## src/rtl/gb25_pkg.sv

```systemverilog
`timescale 1ns/1ps
package gb25_pkg;
  localparam int LANES_IN    = 2;
  localparam int SLOTS       = 5;
  localparam int OUT_LANES   = 5;
  localparam int MUX_W       = 4;
  localparam int CYC_PER_BIT = 2;
  localparam int LANE_BITS   = 2 * SLOTS;
  localparam int FRAME_BITS  = LANES_IN * LANE_BITS;
  localparam int FRAME_CYC   = LANE_BITS * CYC_PER_BIT;
  localparam int HOLD_CYC    = FRAME_CYC / MUX_W;
  localparam int PH_W        = $clog2(FRAME_CYC);
  localparam int SEL_W       = $clog2(MUX_W);
  localparam int PAIR_CYC    = 2 * CYC_PER_BIT;

  // slots retimed on phase A; the rest half a frame later on phase B
  localparam logic [SLOTS-1:0] GROUP_A_MASK = 5'b01011;
  localparam int RT_A      = PAIR_CYC * 3 + PAIR_CYC;
  localparam int RT_B      = (RT_A + FRAME_CYC / 2) % FRAME_CYC;
  localparam int LOAD_PH   = RT_B + 1;
  localparam int FIRST_OUT = LOAD_PH + 1;

  function automatic int slot_phase(input int j);
    return PAIR_CYC * j + PAIR_CYC - 1;
  endfunction

  function automatic int out_offset(input int ph);
    return (ph - FIRST_OUT + FRAME_CYC) % FRAME_CYC;
  endfunction

  function automatic bit is_out_tick(input int ph);
    return (out_offset(ph) % HOLD_CYC) == 0;
  endfunction

  function automatic int out_slot(input int ph);
    return out_offset(ph) / HOLD_CYC;
  endfunction
endpackage

```

## src/rtl/gb25_phase.sv

```systemverilog
`timescale 1ns/1ps
module gb25_phase
  import gb25_pkg::*;
(
  input  logic            clk,
  input  logic            rst,
  output logic [PH_W-1:0] ph,
  output logic            in_take
);
  always_ff @(posedge clk) begin
    if (rst)                             ph <= '0;
    else if (ph == PH_W'(FRAME_CYC - 1)) ph <= '0;
    else                                 ph <= ph + 1'b1;
  end

  assign in_take = (int'(ph) % CYC_PER_BIT) == 0;
endmodule

```

## src/rtl/gb25_lane_front.sv

```systemverilog
`timescale 1ns/1ps
module gb25_lane_front
  import gb25_pkg::*;
(
  input  logic                 clk,
  input  logic                 rst,
  input  logic [PH_W-1:0]      ph,
  input  logic                 in_take,
  input  logic                 din,
  output logic [LANE_BITS-1:0] lines
);
  logic             even_hold;
  logic             pair_e, pair_o;
  logic [SLOTS-1:0] slot_e, slot_o;
  logic [SLOTS-1:0] line_e, line_o;
  logic             even_ce, pair_ce;

  assign even_ce = in_take && ((int'(ph) % PAIR_CYC) == 0);
  assign pair_ce = in_take && ((int'(ph) % PAIR_CYC) == CYC_PER_BIT);

  // 1:2 split, both outputs launched on the same edge
  always_ff @(posedge clk) begin
    if (rst) begin
      even_hold <= 1'b0;
      pair_e    <= 1'b0;
      pair_o    <= 1'b0;
    end else begin
      if (even_ce) even_hold <= din;
      if (pair_ce) begin
        pair_e <= even_hold;
        pair_o <= din;
      end
    end
  end

  // 1:5 sequential sampling, then two-phase retiming
  always_ff @(posedge clk) begin
    if (rst) begin
      slot_e <= '0;
      slot_o <= '0;
      line_e <= '0;
      line_o <= '0;
    end else begin
      for (int j = 0; j < SLOTS; j++) begin
        if (int'(ph) == slot_phase(j)) begin
          slot_e[j] <= pair_e;
          slot_o[j] <= pair_o;
        end
        if (int'(ph) == (GROUP_A_MASK[j] ? RT_A : RT_B)) begin
          line_e[j] <= slot_e[j];
          line_o[j] <= slot_o[j];
        end
      end
    end
  end

  always_comb begin
    for (int j = 0; j < SLOTS; j++) begin
      lines[2*j]   = line_e[j];
      lines[2*j+1] = line_o[j];
    end
  end
endmodule

```

## src/rtl/gb25_mux_out.sv

```systemverilog
`timescale 1ns/1ps
module gb25_mux_out
  import gb25_pkg::*;
(
  input  logic                  clk,
  input  logic                  rst,
  input  logic [PH_W-1:0]       ph,
  input  logic [FRAME_BITS-1:0] lines_all,
  output logic [OUT_LANES-1:0]  dout,
  output logic                  frame_strobe,
  output logic                  dout_valid,
  output logic                  out_tick
);
  logic [FRAME_BITS-1:0] hold;
  logic [SEL_W-1:0]      sel;
  logic [OUT_LANES-1:0]  pick;
  logic                  primed;
  logic                  first_bit;

  assign out_tick  = is_out_tick(int'(ph));
  assign sel       = SEL_W'(out_slot(int'(ph)));
  assign first_bit = (ph == PH_W'(FIRST_OUT)) && primed;

  genvar o;
  generate
    for (o = 0; o < OUT_LANES; o++) begin : g_sel
      logic [MUX_W-1:0] grp;
      assign grp     = hold[o*MUX_W +: MUX_W];
      assign pick[o] = grp[sel];
    end
  endgenerate

  always_ff @(posedge clk) begin
    if (rst) begin
      hold         <= '0;
      dout         <= '0;
      primed       <= 1'b0;
      frame_strobe <= 1'b0;
      dout_valid   <= 1'b0;
    end else begin
      if (ph == PH_W'(LOAD_PH))       hold   <= lines_all;
      if (out_tick)                   dout   <= pick;
      if (ph == PH_W'(FRAME_CYC - 1)) primed <= 1'b1;
      frame_strobe <= first_bit;
      if (first_bit) dout_valid <= 1'b1;
    end
  end
endmodule

```

## src/rtl/gearbox_2to5.sv

```systemverilog
`timescale 1ns/1ps
module gearbox_2to5
  import gb25_pkg::*;
(
  input  logic                 clk,
  input  logic                 rst,
  input  logic [LANES_IN-1:0]  lane_in,
  output logic [OUT_LANES-1:0] dout,
  output logic                 frame_strobe,
  output logic                 dout_valid
);
  logic [PH_W-1:0]       ph;
  logic                  in_take;
  logic                  out_tick;
  logic [FRAME_BITS-1:0] lines_all;

  gb25_phase u_phase (
    .clk(clk), .rst(rst), .ph(ph), .in_take(in_take)
  );

  genvar l;
  generate
    for (l = 0; l < LANES_IN; l++) begin : g_lane
      gb25_lane_front u_front (
        .clk(clk), .rst(rst), .ph(ph), .in_take(in_take),
        .din(lane_in[l]),
        .lines(lines_all[l*LANE_BITS +: LANE_BITS])
      );
    end
  endgenerate

  gb25_mux_out u_mux (
    .clk(clk), .rst(rst), .ph(ph), .lines_all(lines_all),
    .dout(dout), .frame_strobe(frame_strobe),
    .dout_valid(dout_valid), .out_tick(out_tick)
  );
endmodule

```

## config.mk

```make
export PLATFORM = sky130hd
export DESIGN_NAME = gearbox_2to5
export DESIGN_NICKNAME = d
export VERILOG_FILES = /design/src/rtl/gb25_pkg.sv /design/src/rtl/gb25_phase.sv /design/src/rtl/gb25_lane_front.sv /design/src/rtl/gb25_mux_out.sv /design/src/rtl/gearbox_2to5.sv
export SDC_FILE = /design/constraint.sdc
export NUM_CORES = 1
export LEC_CHECK = 0
export BUFFER_PORTS_ARGS = -buffer_cell sky130_fd_sc_hd__buf_4
export CELL_PAD_IN_SITES_DETAIL_PLACEMENT = 1
export CELL_PAD_IN_SITES_GLOBAL_PLACEMENT = 2
export CORE_UTILIZATION = 35
export CTS_CLUSTER_DIAMETER = 30
export DETAILED_ROUTE_END_ITERATION = 16
export GPL_TIMING_DRIVEN = 0
export MAX_ROUTING_LAYER = met4
export PLACE_DENSITY_LB_ADDON = 0.1
export SYNTH_ARGS = -nofsm -noshare
export SYNTH_HDL_FRONTEND = slang
export SYNTH_SLANG_ARGS = --single-unit
```

## constraint.sdc

```tcl
create_clock -name clk -period 12.3 [get_ports clk]
set_input_delay 3.075 -clock clk [delete_from_list [all_inputs] [get_ports clk]]
set_output_delay 3.075 -clock clk [all_outputs]
set_load 0.03 [all_outputs]
```

* Word level (Yosys, flattened, before mapping)
Index checks and enable logic that the tools add are counted.
** Word-level totals
- Register bits after elaboration :: 79
- Latch bits :: 0
- Bits in writable memories :: 0
- ROM bits :: 0
- Bits of input ports :: 4
- Output and inout port bits :: 7
- Word-level logic and storage cells :: 75
- Memories :: 0
** Cells by class
- Add/sub/neg operators :: 3
- Multiply operators :: 0
- Div/mod/pow operators :: 3
- Order comparisons :: 1
- Eq/ne operators :: 11
- Shifts and indexed selects :: 0
- Mux-type cells :: 10
- Bitwise logic cells :: 0
- Reductions and logical operators :: 7
** Operators by type and width (number)
- 32-bit logical NOT :: 3
- 32-bit by 6-bit adder with 32-bit output (second input constant) :: 1
- 32-bit by 4-bit divider with 32-bit output (second input constant) :: 1
- 32-bit by 4-bit modulo with 32-bit output (second input constant) :: 1
- 32-bit by 6-bit modulo with 32-bit output (second input constant) :: 1
- 5-bit equality test (second input constant) :: 5
- 5-bit by 4-bit equality test with 1-bit output (second input constant) :: 3
- 1-bit binary-select mux with 2-bit select :: 5
- 5-bit by 3-bit equality test with 1-bit output (second input constant) :: 2
- 5-bit by 4-bit subtractor with 6-bit output (second input constant) :: 1
- 5-bit by 1-bit adder with 5-bit output (second input constant) :: 1
- 1-bit 2-to-1 mux :: 5
- 1-bit logical AND :: 3
- 2-bit by 3-bit < comparator with 1-bit output (second input constant) :: 1
- 2-bit equality test (second input constant) :: 1
- 2-bit OR reduction :: 1

* Longest topological paths before layout
Gate-level depths: netlist of the first run.
- Depth after elaboration :: 6
- Depth in mapped cells :: 50
- Mapped depth without buffers :: 46

* Cells and area by module
Synthesis of the first run repeated with hierarchy kept, for this count alone.
** Unflattened totals
- Cell total of the unflattened synthesis :: 587
- Area, all modules :: 5263.8 um^2
** Modules (own cells, without submodules)
- gb25_mux_out :: instances 1, cells an instance 381, area each 3095.5 um^2, seq. area each 560.5 um^2
- gb25_lane_front :: instances 2, cells an instance 91, area each 977.2 um^2, seq. area each 460.4 um^2
- gb25_phase :: instances 1, cells an instance 24, area each 214.0 um^2, seq. area each 100.1 um^2

* Worst setup path before layout of the first run
No wires, ideal clock.
- Kind :: register to register
- Start point :: register u_phase.ph[4]
- End point :: register u_mux.dout[0]
- Library setup time :: 0.121 ns
- Arrival time :: 11.412 ns
- Required time :: 12.179 ns
- Slack :: 0.766 ns
- Stages on the path, launching flop included :: 48
- Buffers on the path :: 4
- Period minus slack after synthesis :: 11.534 ns
- Path through :: dfxtp_1 > inv_1 > ha_1 > a21boi_0 > ha_1 > nand2_1 > or3_4 > buf_6 > o21a_1 > xnor2_2 > o21a_2 > nor3_2 > or3_1 > buf_4 > o31a_1 > o221a_2 > a211oi_4 > o22ai_1 > [12 not listed] > o41ai_4 > a21oi_1 > ha_1 > or2_2 > o21ba_1 > a21boi_2 > buf_4 > xnor2_2 > ha_1 > or2b_1 > a211oi_4 > mux2i_1 > inv_1 > ha_1 > a221oi_2 > a2111oi_4 > o211ai_4 > mux2_4
** Between the ends
- Cells in the longest elaborated chain, start to end :: 6
- Elaborated cells on any way between the ends :: 8
- Classes of those cells :: add/sub: 2; div: 3; mux: 2; reduce/logical: 1
** Ends and longest elaborated chain
- from (decl) :: RTL line gb25_phase.sv:7 : output logic [PH_W-1:0] ph,
- from (signal assigned) :: RTL line gb25_phase.sv:13 : else ph <= ph + 1'b1;
- 5-bit by 4-bit subtractor with 6-bit output (*) :: RTL line gb25_pkg.sv:28 : return (ph - FIRST_OUT + FRAME_CYC) % FRAME_CYC;
- 32-bit by 6-bit adder with 32-bit output (*) :: RTL line gb25_pkg.sv:28
- 32-bit by 6-bit modulo with 32-bit output (*) :: RTL line gb25_pkg.sv:28
- 32-bit by 4-bit divider with 32-bit output :: RTL line gb25_pkg.sv:36 : return out_offset(ph) / HOLD_CYC;
- 1-bit binary-select mux with 2-bit select :: RTL line gb25_mux_out.sv:29 : assign pick[o] = grp[sel];
- 1-bit 2-to-1 mux (implied by the code) :: RTL line gb25_mux_out.sv:29
- to (signal assigned) :: RTL line gb25_mux_out.sv:42 : if (out_tick) dout <= pick;
- to (decl) :: RTL line gb25_mux_out.sv:9 : output logic [OUT_LANES-1:0] dout,
Every way passes the cells marked *; elsewhere a longest branch is shown, timed or not. The select of a mux whose other input is x is not followed.
A chain may end at the register's enable or synchronous reset.

* Final worst setup path of the first run
- Start point :: register u_phase.ph[4]
- End point :: register u_mux.dout[3]
Same word-level chain as after synthesis.

==> impl_metrics.env, run 1 <==
export IMPL_rr_worst_depth=50
export IMPL_hold_viol=0
export IMPL_num_rows=49
export IMPL_synthSimpleGateAreaFrac_pct=25.8
export IMPL_critPathMostFrequentCell="inv_1"
export IMPL_synth_area_leaders="dfxtp_1 24%, nand2_1 7.5%, a21oi_1 5.5%"
export IMPL_dieArea_um2=19400
export IMPL_grt_busiest_layer="met2"
export IMPL_synthAdderAreaFrac_pct=4.51
export IMPL_worstHoldPathCells=2
export IMPL_synthArstFlopShare_pct=0
export IMPL_dp_cells=1064
export IMPL_slew_headroom_pct=34.4
export IMPL_yosysSeqAreaShare_pct=24.0
export IMPL_crit_required_ps=12520
export IMPL_synthFlopType="dfxtp_1"
export IMPL_fin_nets=908
export IMPL_synth_fp_nets=852
export IMPL_clk_path_buf_depth=2
export IMPL_reg2reg_from="u_phase.ph[4]"
export IMPL_final_antenna_net_count=0
export IMPL_filler_cell_count=2195
export IMPL_die_w_um=139
export IMPL_hpwl_um=15200
export IMPL_yosysMostFrequentCell="nand2_1"
export IMPL_peakVddDrop_mv=0.103
export IMPL_p_leak_nw=2.95
export IMPL_cts_sinks=79
export IMPL_cts_tree="built"
export IMPL_post_route_drc_count=0
export IMPL_synth_top_family_by_area="compound AO/OA/AOI/OAI gates"
export IMPL_yosysUniqueCellTypes=117
export IMPL_root_buffer="clkbuf_16"
export IMPL_run_status="finished, final reports clean"
export IMPL_synth_top_area_share_pct=24.0
export IMPL_num_vias=6339
export IMPL_critPathArrivalTime_ps=12060
export IMPL_drive_gt1_share_pct=22.6
export IMPL_synth_top_area_cell="dfxtp_1"
export IMPL_use_met2_pct=35.0
export IMPL_finClkSkew_ps=8.05
export IMPL_cp_end_kind="register"
export IMPL_worst_setup_path_start_kind="register"
export IMPL_grt_max_degree=15
export IMPL_yosysWarnings=0
export IMPL_start_util_pct=36.3
export IMPL_grt_pass1_wl_um=33100
export IMPL_portBuffers=10
export IMPL_cts_buffers=9
export IMPL_pin_count=11
export IMPL_r2r_slack_ps=450
export IMPL_maxCapViolCount=0
export IMPL_htreeDepth=3
export IMPL_max_freq_ghz=0.0844
export IMPL_wire_per_inst_um=18.0
export IMPL_grt_ovfl_total=0
export IMPL_vias_per_cell=5.69
export IMPL_synth_seq_cells=79
export IMPL_fin_util_pct=43.6
export IMPL_synth_edf_count=0
export IMPL_fin_cells=1115
export IMPL_synth_cells=825
export IMPL_p_total_mw=1.14
export IMPL_fin_crit_sh_pct=96.3
export IMPL_hold_path_class="reg -> reg"
export IMPL_syn_area_um2=6600
export IMPL_maxSlewViolCount=0
export IMPL_synthMuxAreaShare_pct=7.85
export IMPL_drt_initial_drc_count=182
export IMPL_drt_pass1_iter_count=4
export IMPL_slowest_stage="or3b_4"
export IMPL_grt_usage_pct=21.3
export IMPL_fin_crit_ps=11850
export IMPL_synth_compound_area_share_pct=27.5
export IMPL_use_met3_pct=2.44
export IMPL_crit_path_max_incr_delay_ps=420
export IMPL_antenna_found_initial=0
export IMPL_die_h_um=139
export IMPL_antenna_cells=0
export IMPL_crit_type="reg -> reg"
export IMPL_gp_congestion=0.824
export IMPL_r2r_end="u_mux.dout[3]"
export IMPL_synthTopCellsByCount="132 x nand2_1, 79 x dfxtp_1, 73 x a21oi_1"
export IMPL_hold_start="u_mux.hold[13]"
export IMPL_cellPowerDensity_nw_per_um2=143
export IMPL_worst_slew_pin_slew_ps=976
export IMPL_area_growth_pct=20.1
export IMPL_finalSetupViolCount=0
export IMPL_path_clk_slew_ps=60
export IMPL_drt_total_wl_um=20100
export IMPL_clk_latency_ps=330
export IMPL_syn_avg_cell_area_um2=8.00
export IMPL_whs_endpoint="u_mux.hold[13]"
export IMPL_crit_fanout=9
export IMPL_design_core_area_um2=18200
export IMPL_yosys_area_share_xor_xnor_pct=4.59
export IMPL_grt_pass1_vias=6441
export IMPL_met1_usage_pct=28.7
## registers in the layout, summed over array words and instances (netlist names)
signal                    cells
u_mux.hold                   20
g_lane.u_front.pair_o         2
g_lane.u_front.slot_e        10
u_mux.dout_valid              1
u_mux.frame_strobe            1
g_lane.u_front.even_hold      2
g_lane.u_front.line_e        10
g_lane.u_front.pair_e         2
u_phase.ph                    5
g_lane.u_front.slot_o        10
g_lane.u_front.line_o        10
u_mux.primed                  1
u_mux.dout                    5
## cell usage in the layout (no fill, tap or decap), types with 7 or more instances in the layout
master / instances
and3_1: 8
dfxtp_1: 76
buf_4: 50
nor2b_1: 10
a211oi_1: 15
mux2i_1: 33
inv_1: 16
nand2_1: 131
a21oi_2: 7
xnor2_1: 22
buf_6: 13
clkbuf_1: 15
o21ai_1: 7
nand4_1: 9
clkbuf_16: 9
o21ai_0: 22
and2_1: 11
nor2_1: 63
nand3_1: 31
o211ai_1: 8
nor3_1: 18
a21oi_1: 68
ha_1: 20
## what timing repair did
item / in CTS / in global routing
hold endpoints to repair: 0 / 0
gates cloned: 0 / 1
setup endpoints to repair: 5 / 5
gates resized for setup: 38 / 37
pin swaps: 11 / 26
hold buffers: 0 / 0
buffers inserted: 19 / 15
## cell families after synthesis
| group | Yosys count |
|---|---|
| simple gates | 340 |
| mux | 48 |
| buf+inv | 64 |
| fa+ha+maj | 24 |
| xor+xnor | 32 |
| flops | 79 |
| compound gates | 238 |
## power breakdown
part / internal (mW) / leakage (nW) / total, mW / switching, mW
clock: 0.184 / 0.159 / 0.287 / 0.103
sequential: 0.263 / 0.639 / 0.269 / 0.00581
combinational: 0.259 / 2.16 / 0.581 / 0.322
## routing by layer
layer,up-vias,routed length [um]
met5,-,0
met4,0,104
met3,11,614
met2,79,9520
met1,3124,9880
li1,3125,-
## critical path, delay by kind of cell (launching register included)
family                     cells  cell delay, ps
DFF                            1             380
AOI/OAI and AO/OA             18            4180
xor gates and xnor gates       1             140
and+or+nand+nor               13            3430
buffers and inverters          9            1240
muxes                          4            1240
adders and majority gates      5            1130
## how the worst max path moves through the flow
stage,from,end,slack [ps],depth (start not counted)
6_report,u_phase.ph[4],u_mux.dout[3],450,50
5_1_grt,u_phase.ph[4],u_mux.dout[1],-40,50
4_1_cts,u_phase.ph[4],u_mux.dout[3],30,49
3_5_place_dp,u_phase.ph[4],u_mux.dout[0],-1360,47
3_3_place_gp,u_phase.ph[4],u_mux.dout[3],-1090,47
2_1_floorplan,u_phase.ph[4],u_mux.dout[0],770,47
## cell type report
| class | instances | area, um2 | area share, % |
|---|---|---|---|
| clock inverter | 6 | 90.1 | 1.14 |
| inverter | 18 | 70.1 | 0.883 |
| buffer | 46 | 322 | 4.05 |
| sequential | 79 | 1590 | 20.0 |
| tap | 229 | 287 | 3.61 |
| timing repair buffer | 44 | 330 | 4.16 |
| multi-input combinational | 683 | 5010 | 63.1 |
| clock buffer | 10 | 239 | 3.01 |
## through the flow
| stage | instance area, um2 | hold slack, ps | setup WS [ps] | setup TNS [ps] |
|---|---|---|---|---|
| floorplan | 6600 | 426 | 766 | 0 |
| global placement | 6960 | 437 | -1090 | -5280 |
| detailed placement | 6960 | 442 | -1360 | -6610 |
| CTS | 7650 | 450 | 32.8 | 0 |
| global route | 7930 | 478 | -35.8 | -121 |
| finish | 7930 | 450 | 453 | 0 |
No activity file was read; power rests on OpenSTA's default activity.
==> inputs of run 2 (changes only) <==
Settings changed: CELL_PAD_IN_SITES_DETAIL_PLACEMENT 1 to not set, CELL_PAD_IN_SITES_GLOBAL_PLACEMENT 2 to not set, CORE_UTILIZATION 35 to 50, PLACE_DENSITY set to 0.68, PLACE_DENSITY_LB_ADDON 0.1 to not set.
==> impl_metrics.env, run 2 (synthesized netlist as in run 1, its figures left out) <==
export IMPL_max_freq_ghz=0.0843
export IMPL_regMostFlops="u_mux.hold"
export IMPL_maxSlewViolCount=0
export IMPL_rr_worst_depth=49
export IMPL_met1_usage_pct=33.9
export IMPL_hold_path_class="reg -> reg"
export IMPL_grt_pass1_wl_um=27700
export IMPL_fin_cells=1055
export IMPL_worst_slew_pin_slew_ps=1030
export IMPL_slew_headroom_pct=30.9
export IMPL_grt_usage_pct=26.2
export IMPL_cts_tree="built"
export IMPL_r2r_end="u_mux.dout[3]"
export IMPL_antenna_found_initial=0
export IMPL_maxCapViolCount=0
export IMPL_drt_total_wl_um=17300
export IMPL_crit_fanout=9
export IMPL_p_leak_nw=2.93
export IMPL_hpwl_um=12700
export IMPL_p_total_mw=1.13
export IMPL_final_common_cell="nand2_1"
export IMPL_grt_ovfl_total=0
export IMPL_fin_nets=905
export IMPL_final_cell_mix="132 x nand2_1, 78 x dfxtp_1, 71 x a21oi_1"
export IMPL_cellPowerDensity_nw_per_um2=146
export IMPL_vias_per_cell=6.02
export IMPL_use_met3_pct=2.78
export IMPL_antenna_cells=0
export IMPL_area_growth_pct=16.9
export IMPL_num_vias=6352
export IMPL_holdWs_ps=451
export IMPL_crit_type="reg -> reg"
export IMPL_worst_setup_path_start_kind="register"
export IMPL_wire_per_inst_um=16.4
export IMPL_hold_viol=0
export IMPL_grt_busiest_layer="met2"
export IMPL_finalSetupViolCount=0
export IMPL_critPathLaunch="u_phase.ph[3]"
export IMPL_run_status="finished, final reports clean"
export IMPL_r2r_slack_ps=440
export IMPL_crit_path_max_incr_delay_ps=480
export IMPL_grt_max_degree=15
export IMPL_largest_reg_flops=20
export IMPL_start_util_pct=51.9
export IMPL_htreeDepth=3
export IMPL_grt_pass1_vias=5830
export IMPL_filler_cell_count=1213
export IMPL_final_antenna_net_count=0
export IMPL_fin_crit_sh_pct=96.4
export IMPL_die_h_um=117
export IMPL_cts_buffers=9
export IMPL_cp_end_kind="register"
export IMPL_slowest_stage="o41a_1"
export IMPL_root_buffer="clkbuf_16"
export IMPL_clk_latency_ps=340
export IMPL_use_met2_pct=42.6
export IMPL_critPathArrivalTime_ps=12080
export IMPL_dieArea_um2=13700
export IMPL_drt_initial_drc_count=525
export IMPL_dpl_worst_slack_ps=-990
export IMPL_portBuffers=10
export IMPL_hold_start="g_lane[0].u_front.line_e[1]"
export IMPL_num_rows=41
export IMPL_dp_cells=1007
export IMPL_design_core_area_um2=12700
export IMPL_drive_gt1_share_pct=20.3
export IMPL_finClkSkew_ps=8.67
export IMPL_crit_required_ps=12520
export IMPL_gp_congestion=0.912
export IMPL_endpoint="u_mux.dout[3]"
export IMPL_cts_sinks=79
export IMPL_path_clk_slew_ps=70
export IMPL_finalWorstSetupSlack_ps=441
export IMPL_pin_count=11
export IMPL_clk_path_buf_depth=2
export IMPL_fin_util_pct=60.7
export IMPL_drt_pass1_iter_count=5
export IMPL_die_w_um=117
export IMPL_reg2reg_from="u_phase.ph[3]"
export IMPL_post_route_drc_count=0
export IMPL_peakVddDrop_mv=0.122
export IMPL_fin_crit_ps=11860
==> run 2: cell types whose count changed in the layout (fill, tap and decap cells not counted), sizes merged <==
cell and delta:
buf -3, nand2 -1, clkinv +1
==> run 2: worst max-delay path, delay by kind of cell, from the launching register on <==
family / cells / cell delay [ps]
AO/OA/AOI/OAI: 18 / 4150
AND/OR/NAND/NOR: 13 / 3430
multiplexers: 4 / 1320
adder cells (fa/ha/maj): 5 / 1200
buffers and inverters: 8 / 1110
flip-flops: 1 / 370
XOR/XNOR: 1 / 140
==> run 2: how the worst min path moves through the flow <==
stage / endpoint / slack, ps / cells after the start
6_report: u_mux.hold[2] / 450 / 2
4_1_cts: u_mux.primed / 450 / 2
3_5_place_dp: u_mux.primed / 440 / 2
3_3_place_gp: u_mux.primed / 440 / 2
2_1_floorplan: u_mux.primed / 430 / 2
5_1_grt: g_lane[1].u_front.slot_o[2] / 470 / 2
==> run 2: per-stage QoR <==
| stage | area, um2 | setup TNS, ps |
|---|---|---|
| after floorplan | 6600 | 0 |
| after global placement | 6890 | -2410 |
| after detailed placement | 6890 | -4760 |
| after CTS | 7430 | 0 |
| after global routing | 7720 | -185 |
| final | 7720 | 0 |
==> run 2: layout make-up <==
class | instances | area, um2 | area share [%]
clock buffers | 9 | 225 | 2.92
multi-input cells | 682 | 4890 | 63.4
inverters | 18 | 67.6 | 0.875
clock inverters | 7 | 95.1 | 1.23
repair buffers | 42 | 315 | 4.08
well taps | 172 | 215 | 2.79
plain buffers | 46 | 322 | 4.17
flip-flops and latches | 79 | 1590 | 20.5
==> run 2: timing repair <==
| item | 4_1_cts | 5_1_grt |
|---|---|---|
| buffers inserted | 12 | 20 |
| setup endpoints to repair | 5 | 5 |
| hold buffers | 0 | 0 |
| pin swaps | 10 | 23 |
| resized for setup | 23 | 30 |
==> run 2: routing by layer <==
metal	vias to the layer above	wire length, um
met1	3014	7980
met3	35	686
met2	180	8260
met4	0	416
li1	3123	-
met5	-	0
==> run 2: power breakdown <==
group / leakage [nW] / internal [mW] / switching [mW]
Combinational: 2.13 / 0.262 / 0.318
Clock: 0.156 / 0.178 / 0.103
Sequential: 0.638 / 0.263 / 0.00523
